--- src/rtl/scr_pkg.sv ---
package scr_pkg;
  localparam int REG_W = 32;

  typedef enum logic [1:0] {
    OP_WRITE  = 2'b00,
    OP_SET    = 2'b01,
    OP_CLEAR  = 2'b10,
    OP_TOGGLE = 2'b11
  } alias_op_e;

  function automatic logic [REG_W-1:0] apply_alias(
    input alias_op_e op,
    input logic [REG_W-1:0] cur,
    input logic [REG_W-1:0] data
  );
    case (op)
      OP_WRITE:  return data;
      OP_SET:    return cur | data;
      OP_CLEAR:  return cur & ~data;
      default:   return cur ^ data;
    endcase
  endfunction
endpackage

--- src/rtl/scr_alias_reg.sv ---
module scr_alias_reg
  import scr_pkg::*;
#(
  parameter logic [REG_W-1:0] RST_VAL = '0,
  parameter logic [REG_W-1:0] WR_MASK = '1
) (
  input  logic             clk,
  input  logic             rst_n,
  input  logic             hold_rst,
  input  logic             we,
  input  alias_op_e        op,
  input  logic [REG_W-1:0] wdata,
  output logic [REG_W-1:0] q
);
  logic [REG_W-1:0] nxt;
  assign nxt = apply_alias(op, q, wdata);

  always_ff @(posedge clk or negedge rst_n) begin
    if (!rst_n)        q <= RST_VAL;
    else if (hold_rst) q <= RST_VAL;
    else if (we)       q <= (q & ~WR_MASK) | (nxt & WR_MASK);
  end

  AST_HOLD_AT_RESET: assert property (@(posedge clk) disable iff (!rst_n)
    hold_rst |=> (q == RST_VAL));

  AST_IDLE_STABLE: assert property (@(posedge clk) disable iff (!rst_n)
    (!hold_rst && !we) |=> $stable(q));
endmodule

--- src/rtl/scr_chan_bank.sv ---
module scr_chan_bank
  import scr_pkg::*;
#(
  parameter int NCH = 4,
  localparam int CH_SEL_W = (NCH > 1) ? $clog2(NCH) : 1
) (
  input  logic                       clk,
  input  logic                       rst_n,
  input  logic                       hold_rst,
  input  logic                       we,
  input  alias_op_e                  op,
  input  logic [CH_SEL_W-1:0]        ch_idx,
  input  logic [1:0]                 reg_idx,
  input  logic [REG_W-1:0]           wdata,
  output logic [NCH*4-1:0][REG_W-1:0] regs_q
);
  for (genvar c = 0; c < NCH; c++) begin : g_ch
    for (genvar r = 0; r < 4; r++) begin : g_reg
      logic sel_we;
      assign sel_we = we && (ch_idx == CH_SEL_W'(c)) && (reg_idx == 2'(r));
      scr_alias_reg #(.RST_VAL('0), .WR_MASK('1)) u_reg (
        .clk      (clk),
        .rst_n    (rst_n),
        .hold_rst (hold_rst),
        .we       (sel_we),
        .op       (op),
        .wdata    (wdata),
        .q        (regs_q[c*4+r])
      );
    end
  end
endmodule

--- src/rtl/scr_pend.sv ---
module scr_pend #(
  parameter int NCH = 4
) (
  input  logic           clk,
  input  logic           rst_n,
  input  logic           hold_rst,
  input  logic [NCH-1:0] done,
  input  logic           clr_we,
  input  logic [NCH-1:0] clr_mask,
  input  logic [NCH-1:0] en,
  output logic [NCH-1:0] pend,
  output logic           irq
);
  logic [NCH-1:0] kill;
  assign kill = clr_we ? clr_mask : '0;

  always_ff @(posedge clk or negedge rst_n) begin
    if (!rst_n)        pend <= '0;
    else if (hold_rst) pend <= '0;
    else               pend <= (pend & ~kill) | done;
  end

  assign irq = |(pend & en);

  AST_DONE_SETS: assert property (@(posedge clk) disable iff (!rst_n)
    (!hold_rst && (done != '0)) |=> ((pend & $past(done)) == $past(done)));

  AST_NO_SPURIOUS_CLEAR: assert property (@(posedge clk) disable iff (!rst_n)
    (!hold_rst && !clr_we) |=> ((pend & $past(pend)) == $past(pend)));

  AST_IRQ_NEEDS_PEND: assert property (@(posedge clk) disable iff (!rst_n)
    irq |-> (pend != '0));
endmodule

--- src/rtl/scr_bank.sv ---
module scr_bank
  import scr_pkg::*;
#(
  parameter int NCH    = 4,
  parameter int ADDR_W = 12
) (
  input  logic              clk,
  input  logic              rst_n,
  input  logic              bus_wr,
  input  logic [ADDR_W-1:0] bus_addr,
  input  logic [REG_W-1:0]  bus_wdata,
  output logic [REG_W-1:0]  bus_rdata,
  input  logic [NCH-1:0]    chan_done,
  input  logic [NCH-1:0]    ready_chan,
  input  logic [3:0]        cur_chan,
  input  logic              key_ready,
  output logic              soft_rst,
  output logic              clk_gate,
  output logic [2:0]        feat_en,
  output logic [NCH-1:0]    chan_en,
  output logic [NCH-1:0]    chan_hiprio,
  output logic              ch0_irq_merge,
  output logic              irq
);
  localparam int CH_SEL_W  = (NCH > 1) ? $clog2(NCH) : 1;
  localparam int STRIDE_SH = 6;
  localparam logic [ADDR_W-1:0] OFS_CTRL = ADDR_W'(12'h000);
  localparam logic [ADDR_W-1:0] OFS_STAT = ADDR_W'(12'h010);
  localparam logic [ADDR_W-1:0] OFS_CC   = ADDR_W'(12'h020);
  localparam logic [ADDR_W-1:0] CH_BASE  = ADDR_W'(12'h100);
  localparam logic [ADDR_W-1:0] CH_END   = ADDR_W'(12'h100 + NCH * (1 << STRIDE_SH));
  localparam logic [REG_W-1:0]  CH_BITS  = REG_W'((1 << NCH) - 1);
  localparam logic [REG_W-1:0]  CTRL_MASK = 32'hC0E0_0000 | CH_BITS;
  localparam logic [REG_W-1:0]  CTRL_RST  = 32'h4000_0000;
  localparam logic [REG_W-1:0]  CAP_BITS  = 32'h3000_0000;
  localparam logic [REG_W-1:0]  CC_MASK   = 32'h0001_0000 | (CH_BITS << 8) | CH_BITS;

  alias_op_e op;
  logic [ADDR_W-1:0] base, ch_off;
  logic hit_ctrl, hit_stat, hit_cc, hit_ch;
  logic [CH_SEL_W-1:0] ch_idx;
  logic [1:0] reg_idx;

  assign op       = alias_op_e'(bus_addr[3:2]);
  assign base     = {bus_addr[ADDR_W-1:4], 4'b0000};
  assign hit_ctrl = (base == OFS_CTRL);
  assign hit_stat = (base == OFS_STAT);
  assign hit_cc   = (base == OFS_CC);
  assign hit_ch   = (base >= CH_BASE) && (base < CH_END);
  assign ch_off   = base - CH_BASE;
  assign ch_idx   = ch_off[STRIDE_SH +: CH_SEL_W];
  assign reg_idx  = ch_off[5:4];

  logic [REG_W-1:0] ctrl_q, cc_q;
  logic             hold;
  logic [NCH-1:0]   pend;
  logic [NCH*4-1:0][REG_W-1:0] ch_q;

  assign hold = ctrl_q[31];

  scr_alias_reg #(.RST_VAL(CTRL_RST), .WR_MASK(CTRL_MASK)) u_ctrl (
    .clk(clk), .rst_n(rst_n), .hold_rst(1'b0),
    .we(bus_wr && hit_ctrl), .op(op), .wdata(bus_wdata), .q(ctrl_q)
  );

  scr_alias_reg #(.RST_VAL('0), .WR_MASK(CC_MASK)) u_cc (
    .clk(clk), .rst_n(rst_n), .hold_rst(hold),
    .we(bus_wr && hit_cc), .op(op), .wdata(bus_wdata), .q(cc_q)
  );

  scr_chan_bank #(.NCH(NCH)) u_chans (
    .clk(clk), .rst_n(rst_n), .hold_rst(hold),
    .we(bus_wr && hit_ch), .op(op), .ch_idx(ch_idx), .reg_idx(reg_idx),
    .wdata(bus_wdata), .regs_q(ch_q)
  );

  scr_pend #(.NCH(NCH)) u_pend (
    .clk(clk), .rst_n(rst_n), .hold_rst(hold),
    .done(chan_done),
    .clr_we(bus_wr && hit_stat && (op == OP_CLEAR)),
    .clr_mask(bus_wdata[NCH-1:0]),
    .en(ctrl_q[NCH-1:0]),
    .pend(pend), .irq(irq)
  );

  logic [REG_W-1:0] stat_rd;
  always_comb begin
    stat_rd            = '0;
    stat_rd[28]        = key_ready;
    stat_rd[27:24]     = cur_chan;
    stat_rd[16 +: NCH] = ready_chan;
    stat_rd[NCH-1:0]   = pend;
  end

  always_comb begin
    bus_rdata = '0;
    if (hit_ctrl)      bus_rdata = ctrl_q | CAP_BITS;
    else if (hit_stat) bus_rdata = stat_rd;
    else if (hit_cc)   bus_rdata = cc_q;
    else if (hit_ch)   bus_rdata = ch_q[{ch_idx, reg_idx}];
  end

  assign soft_rst      = ctrl_q[31];
  assign clk_gate      = ctrl_q[30];
  assign feat_en       = ctrl_q[23:21];
  assign chan_en       = cc_q[NCH-1:0];
  assign chan_hiprio   = cc_q[8 +: NCH];
  assign ch0_irq_merge = cc_q[16];

  AST_CAP_BITS_ONE: assert property (@(posedge clk) disable iff (!rst_n)
    hit_ctrl |-> (bus_rdata[29:28] == 2'b11));

  AST_UNDEF_READS_ZERO: assert property (@(posedge clk) disable iff (!rst_n)
    !(hit_ctrl || hit_stat || hit_cc || hit_ch) |-> (bus_rdata == '0));

  AST_SRST_CLEARS_CC: assert property (@(posedge clk) disable iff (!rst_n)
    soft_rst |=> (chan_en == '0 && chan_hiprio == '0));
endmodule

--- config.mk ---
export PLATFORM = sky130hd
export DESIGN_NAME = scr_bank
export DESIGN_NICKNAME = d
export VERILOG_FILES = /design/src/rtl/scr_pkg.sv /design/src/rtl/scr_alias_reg.sv /design/src/rtl/scr_chan_bank.sv /design/src/rtl/scr_pend.sv /design/src/rtl/scr_bank.sv
export SDC_FILE = /design/constraint.sdc
export NUM_CORES = 2
export LEC_CHECK = 0
export ABC_AREA = 1
export BUFFER_PORTS_ARGS = -buffer_cell sky130_fd_sc_hd__buf_2
export CORE_AREA = 5 5 360 362
export DETAILED_ROUTE_END_ITERATION = 10
export DIE_AREA = 0 0 365 367
export PLACE_DENSITY = 0.52
export SYNTH_ARGS = -nofsm -noshare
export SYNTH_HDL_FRONTEND = slang
export SYNTH_SLANG_ARGS = --single-unit
--- constraint.sdc ---
create_clock -name clk -period 3.5 [get_ports clk]
set_input_delay 0.35 -clock clk [delete_from_list [all_inputs] [get_ports clk]]
set_output_delay 0.35 -clock clk [all_outputs]
set_load 0.02 [all_outputs]
# After elaboration in Yosys (flattened, before gate mapping)
# Cells that the tools add are included.
# word_totals
word_cells,202
memories,0
latchBits,0
output_inout_bits,47
mem_bits_ro,0
ff_bits,580
ramBits,0
input_bits,60
# classes
eq_ne,10
n_addsub,1
bitwise_logic,61
div,0
magnitude_cmp,3
n_mux,60
n_shift,0
reduce_logical,48
mul,0
# ops
cell,count
$pmux W32 S3,17
$mux W32,39
$and A32 B32 Y32,17
$or A32 B32 Y32,17
$xor A32 B32 Y32,17
$bmux W32 S4,1
$pmux W17 S3,1
$reduce_bool A2 Y1,17
$not A32 Y32,1
$or A30 B32 Y32,1
$or A32 B17 Y32,1
$logic_and A1 B1 Y1,26
$and A17 B17 Y17,1
$or A17 B17 Y17,1
$xor A17 B17 Y17,1
$ge A12 B9 Y1 const B,1
$logic_not A12 Y1,1
$lt A12 B10 Y1 const B,1
$eq A2 B2 Y1 const B,5
$and A4 B4 Y4,2
$eq A8 B1 Y1 const B,1
$eq A8 B2 Y1 const B,1
$mux W4,2
$sub A8 B1 Y8 const B,1
6 further kinds,10

# Logic depth before layout (Yosys ltp)
# depth
word_depth,8
ltp_mapped,12

# Cells and area by module
# A second synthesis with hierarchy kept.
# hier_totals
hier_cells,9975
area_unflattened_um2,61146.1
# by_module_without_submodules
mod,area_per_inst_um2,n_inst,cells_each
scr_alias_reg at u_chans.g_ch[0].g_reg[0].u_reg ...,3291.9,16,511
scr_bank,5900.7,1,1408
scr_alias_reg at u_cc,1164.9,1,168
scr_alias_reg at u_ctrl,1107.3,1,169
scr_pend,190.2,1,25
scr_chan_bank,112.6,1,29

# Worst setup path before layout
# Ideal clock, no wire load.
# synth_timing
path_type,input to output
start,input port bus_addr[4]
end,output port bus_rdata[26]
t_arrival_ns,1.722
path_buffers,3
slack_ns,1.428
cell_stages,8
t_required_ns,3.150
cell_sequence,buf_4 nand2_4 buf_2 buf_1 o22ai_1 o21bai_1 nand3_1 o21bai_1
# synth_between
elab_chain_len,7
elab_cells_between_ends,13
classes_between,add/sub: 1; order compare: 2; eq/ne: 2; mux: 6; reduce/logical: 2
# synth_lines
item,line_no,text
start: declaration,scr_bank.sv:10,"input logic [ADDR_W-1:0] bus_addr,"
$sub A8 B1 Y8,scr_bank.sv:50,assign ch_off = base - CH_BASE;
$bmux W32 S4,scr_bank.sv:100,"else if (hit_ch) bus_rdata = ch_q[{ch_idx, reg_idx}];"
$mux W32 (implied by the code),scr_bank.sv:100,
$mux W32,scr_bank.sv:100,
$mux W32,scr_bank.sv:99,else if (hit_cc) bus_rdata = cc_q;
$mux W32,scr_bank.sv:98,else if (hit_stat) bus_rdata = stat_rd;
$mux W32 *,scr_bank.sv:97,if (hit_ctrl) bus_rdata = ctrl_q | CAP_BITS;
end: declaration,scr_bank.sv:12,"output logic [REG_W-1:0] bus_rdata,"
# Mark *: on every way between the ends. The rest lies on a longest branch, timed or not. The select of a mux whose other input is x is not followed.

# Worst setup path after layout
# layout_timing
start,input port bus_addr[5]
end,output port bus_rdata[19]
# Same word-level chain as after synthesis.

==> results.yml <==
layout:
  finalNetCount: 7879
  nFillCells: 12800
  diodes: 0
  drive_gt1_share_pct: 8.09
  stdcell_area_um2: 55700
  syn_to_final_growth_pct: 11.3
synthesis:
  ys_seq_elements: 534
  syn_area_um2: 50100
  async_reset_ff_share_pct: 100
  yosysMostFrequentCell: "nand2_1"
  ys.flop_type: "dfrtp_1"
  synth_cells: 6765
  synth_cell_types: 31
  postSynthAreaPerCell_um2: 7.40
  synth-edff-count: 0
  synth_area_leaders: "dfrtp_1 (27%), ha_1 (26%), nand2_1 (12%)"
  netlist.area_leader.share_pct: 26.6
  synth_nets: 7885
  synth_common_cells: "nand2_1 (1589), ha_1 (1060), nor2_1 (667), o22ai_1 (667), inv_1 (597)"
  synth_warnings: 0
  ys_seq_area_share_pct: 26.7
  synth_area_leader_cell: "dfrtp_1"
drt:
  drcViolationCount: 0
  vias_per_cell: 5.64
  vias: 47800
  finalWirelength_mm: 195
  drt_iter0_markers: 4078
  drtPass1Iterations: 6
  antenna_left: 0
  wl_per_cell_um: 23.1
sta:
  finalCritPeriodShare_pct: 92.8
  slew_headroom_pct: 18.5
  worst_pin_slew_ps: 1220
  finClkSkew_ps: 17.3
  setup_viol: 0
  finalCriticalPeriod_ps: 3250
  finalHoldViolations: 0
  rsz0062_at_grt: "false"
  fin_ws_ps: 251
  setup_tns_ps: 0
  fmax_ghz: 0.308
  drv_slew: 0
critical_path:
  rrSetupSlack_ps: 1190
  worstPathMaxFanout: 20
  cp_data_arrival_time_ps: 2900
  cp-end-kind: "output port"
  required_ps: 3150
  crit_type: "in2out"
  start_kind: "primary input"
grt:
  grt-ovfl-total: 0
  first_global_vias: 45600
  antenna_found_initial: 7
  grt_usage_pct: 28.4
  grt_start_max_net_pins: 129
  grt_pass1_wl_mm: 293
placement:
  place_ws_ps: 366
  place_area_um2: 53400
  dp.final_hpwl_mm: 117
  port_buffers: 104
  place_congestion: 0.811
die:
  start_util_pct: 39.6
  coreArea_um2: 126000
  row_count: 131
  io_pins: 107
  die_h_um: 367
  die_area_um2: 134000
  die_x_um: 365
power:
  leakage_nw: 25.3
  power_w: 0.0174
  powerDensity_nw_per_um2: 312
  vdd_drop_max_mv: 0.346
clock_network:
  numClockSinks: 534
  clk_latency_ps: 650
  clockBufferDepth: 3
  cts_tree: "done"
  numCtsBuffers: 73
  clk_pin_slew_worst_paths_ps: 50
  cts_root_buffer: "clkbuf_16"
  cts-htree-levels: 3
  cts_resized: 0
flow_run:
  cap_violations: 0
outcome:
  status: "complete, no violations"
worst_hold_path:
  hold_class: "in2reg"
## worst max-delay path, cell delays in order
cell and delay (ps):
buf_2 270, inv_2 240, nand2_4 460, buf_4 250, o22ai_1 100, o21bai_1 180
nand3_1 110, o21bai_1 590, buf_2 290
## placed cells by master (no fill, tap or decap), types with 2 or more instances in the layout
master	synthesis	routed
nand2_1	1589	1576
ha_1	1060	1060
o22ai_1	667	667
nor2_1	667	660
inv_1	597	586
o21ai_0	558	558
dfrtp_1	533	532
o21ai_1	428	428
buf_4	13	194
buf_2	225	103
clkbuf_16	0	77
a21oi_1	63	63
buf_12	0	55
nand3_1	32	32
o21bai_1	30	30
a22oi_1	23	23
clkbuf_1	151	23
nor2_4	5	18
o21ai_4	18	18
inv_2	5	16
o21ai_2	14	14
nand2_2	9	13
clkbuf_8	0	11
nand2_4	1	9
o221ai_1	9	9
clkinv_2	0	9
dlygate4sd3_1	0	6
nor2_2	10	4
clkinvlp_4	0	3
nand4_1	2	2
inv_6	0	2
## where the power goes
part           internal [W]  total, W  switching (W)
clock network       0.00424   0.00746        0.00321
registers           0.00622   0.00626      0.0000390
logic               0.00104   0.00369        0.00264
total                0.0115    0.0174        0.00589
## registers in the layout (all words and copies together), names as in the netlist
| name | count |
|---|---|
| u_chans.g_ch.g.u_reg.q | 512 |
| u_pend.pend | 4 |
| u_cc.q | 9 |
| u_ctrl.q | 9 |
## path summary, 6_finish.rpt
check                                                    start                              endpoint  cells past startpoint
min in group asynchronous                                rst_n  u_chans.g_ch[1].g_reg[0].u_reg.q[26]                      2
max reg2reg                                       u_ctrl.q[31]  u_chans.g_ch[0].g_reg[1].u_reg.q[24]                      5
min                                               bus_wdata[3]                        u_pend.pend[3]                      4
min reg2reg                u_chans.g_ch[0].g_reg[0].u_reg.q[8]   u_chans.g_ch[0].g_reg[0].u_reg.q[8]                      2
max                                                bus_addr[5]                         bus_rdata[19]                      9
max in group asynchronous                                rst_n   u_chans.g_ch[1].g_reg[2].u_reg.q[5]                      3
## layout make-up
class / instances / area (µm²) / share of cell area (%)
inverters: 603 / 2260 / 4.06
repair buffers: 359 / 3150 / 5.65
clock inverters: 14 / 85.1 / 0.153
well taps: 1662 / 2080 / 3.73
flip-flops and latches: 534 / 13400 / 24.0
multi-input cells: 5188 / 32600 / 58.5
clock buffers: 111 / 2160 / 3.89
## per-layer routing
metal	part of all wire [%]	track usage (%)
met1	45	39.4
met2	46	46.5
met3	6.1	3.33
met4	3.3	8.51
met5	0	0
## through the flow
step	hold WS, ps	utilization [%]	std cells
floorplan	54.4	-	6765
global placement	436	42.3	8340
detailed placement	436	42.3	8340
CTS	8.57	44.1	8471
global route	69.2	44.1	8471
finish	44.3	44.1	8471
## kinds of logic (layout without fill, tap and decap cells)
group	count (synthesis)	count (layout)	share of synthesized area, %
adder cells (fa/ha/maj)	1060	1060	26.5
AO/OA/AOI/OAI	1811	1811	20.6
AND/OR/NAND/NOR	2317	2317	17.7
buffers and inverters	1043	1087	8.54
flip-flops	534	534	26.7
## repair_timing
action	4_1_cts	5_1_grt
hold buffers	6	0
setup buffers	0	0
hold endpoints to repair	64	0
Power figures use the tool's default switching activity.
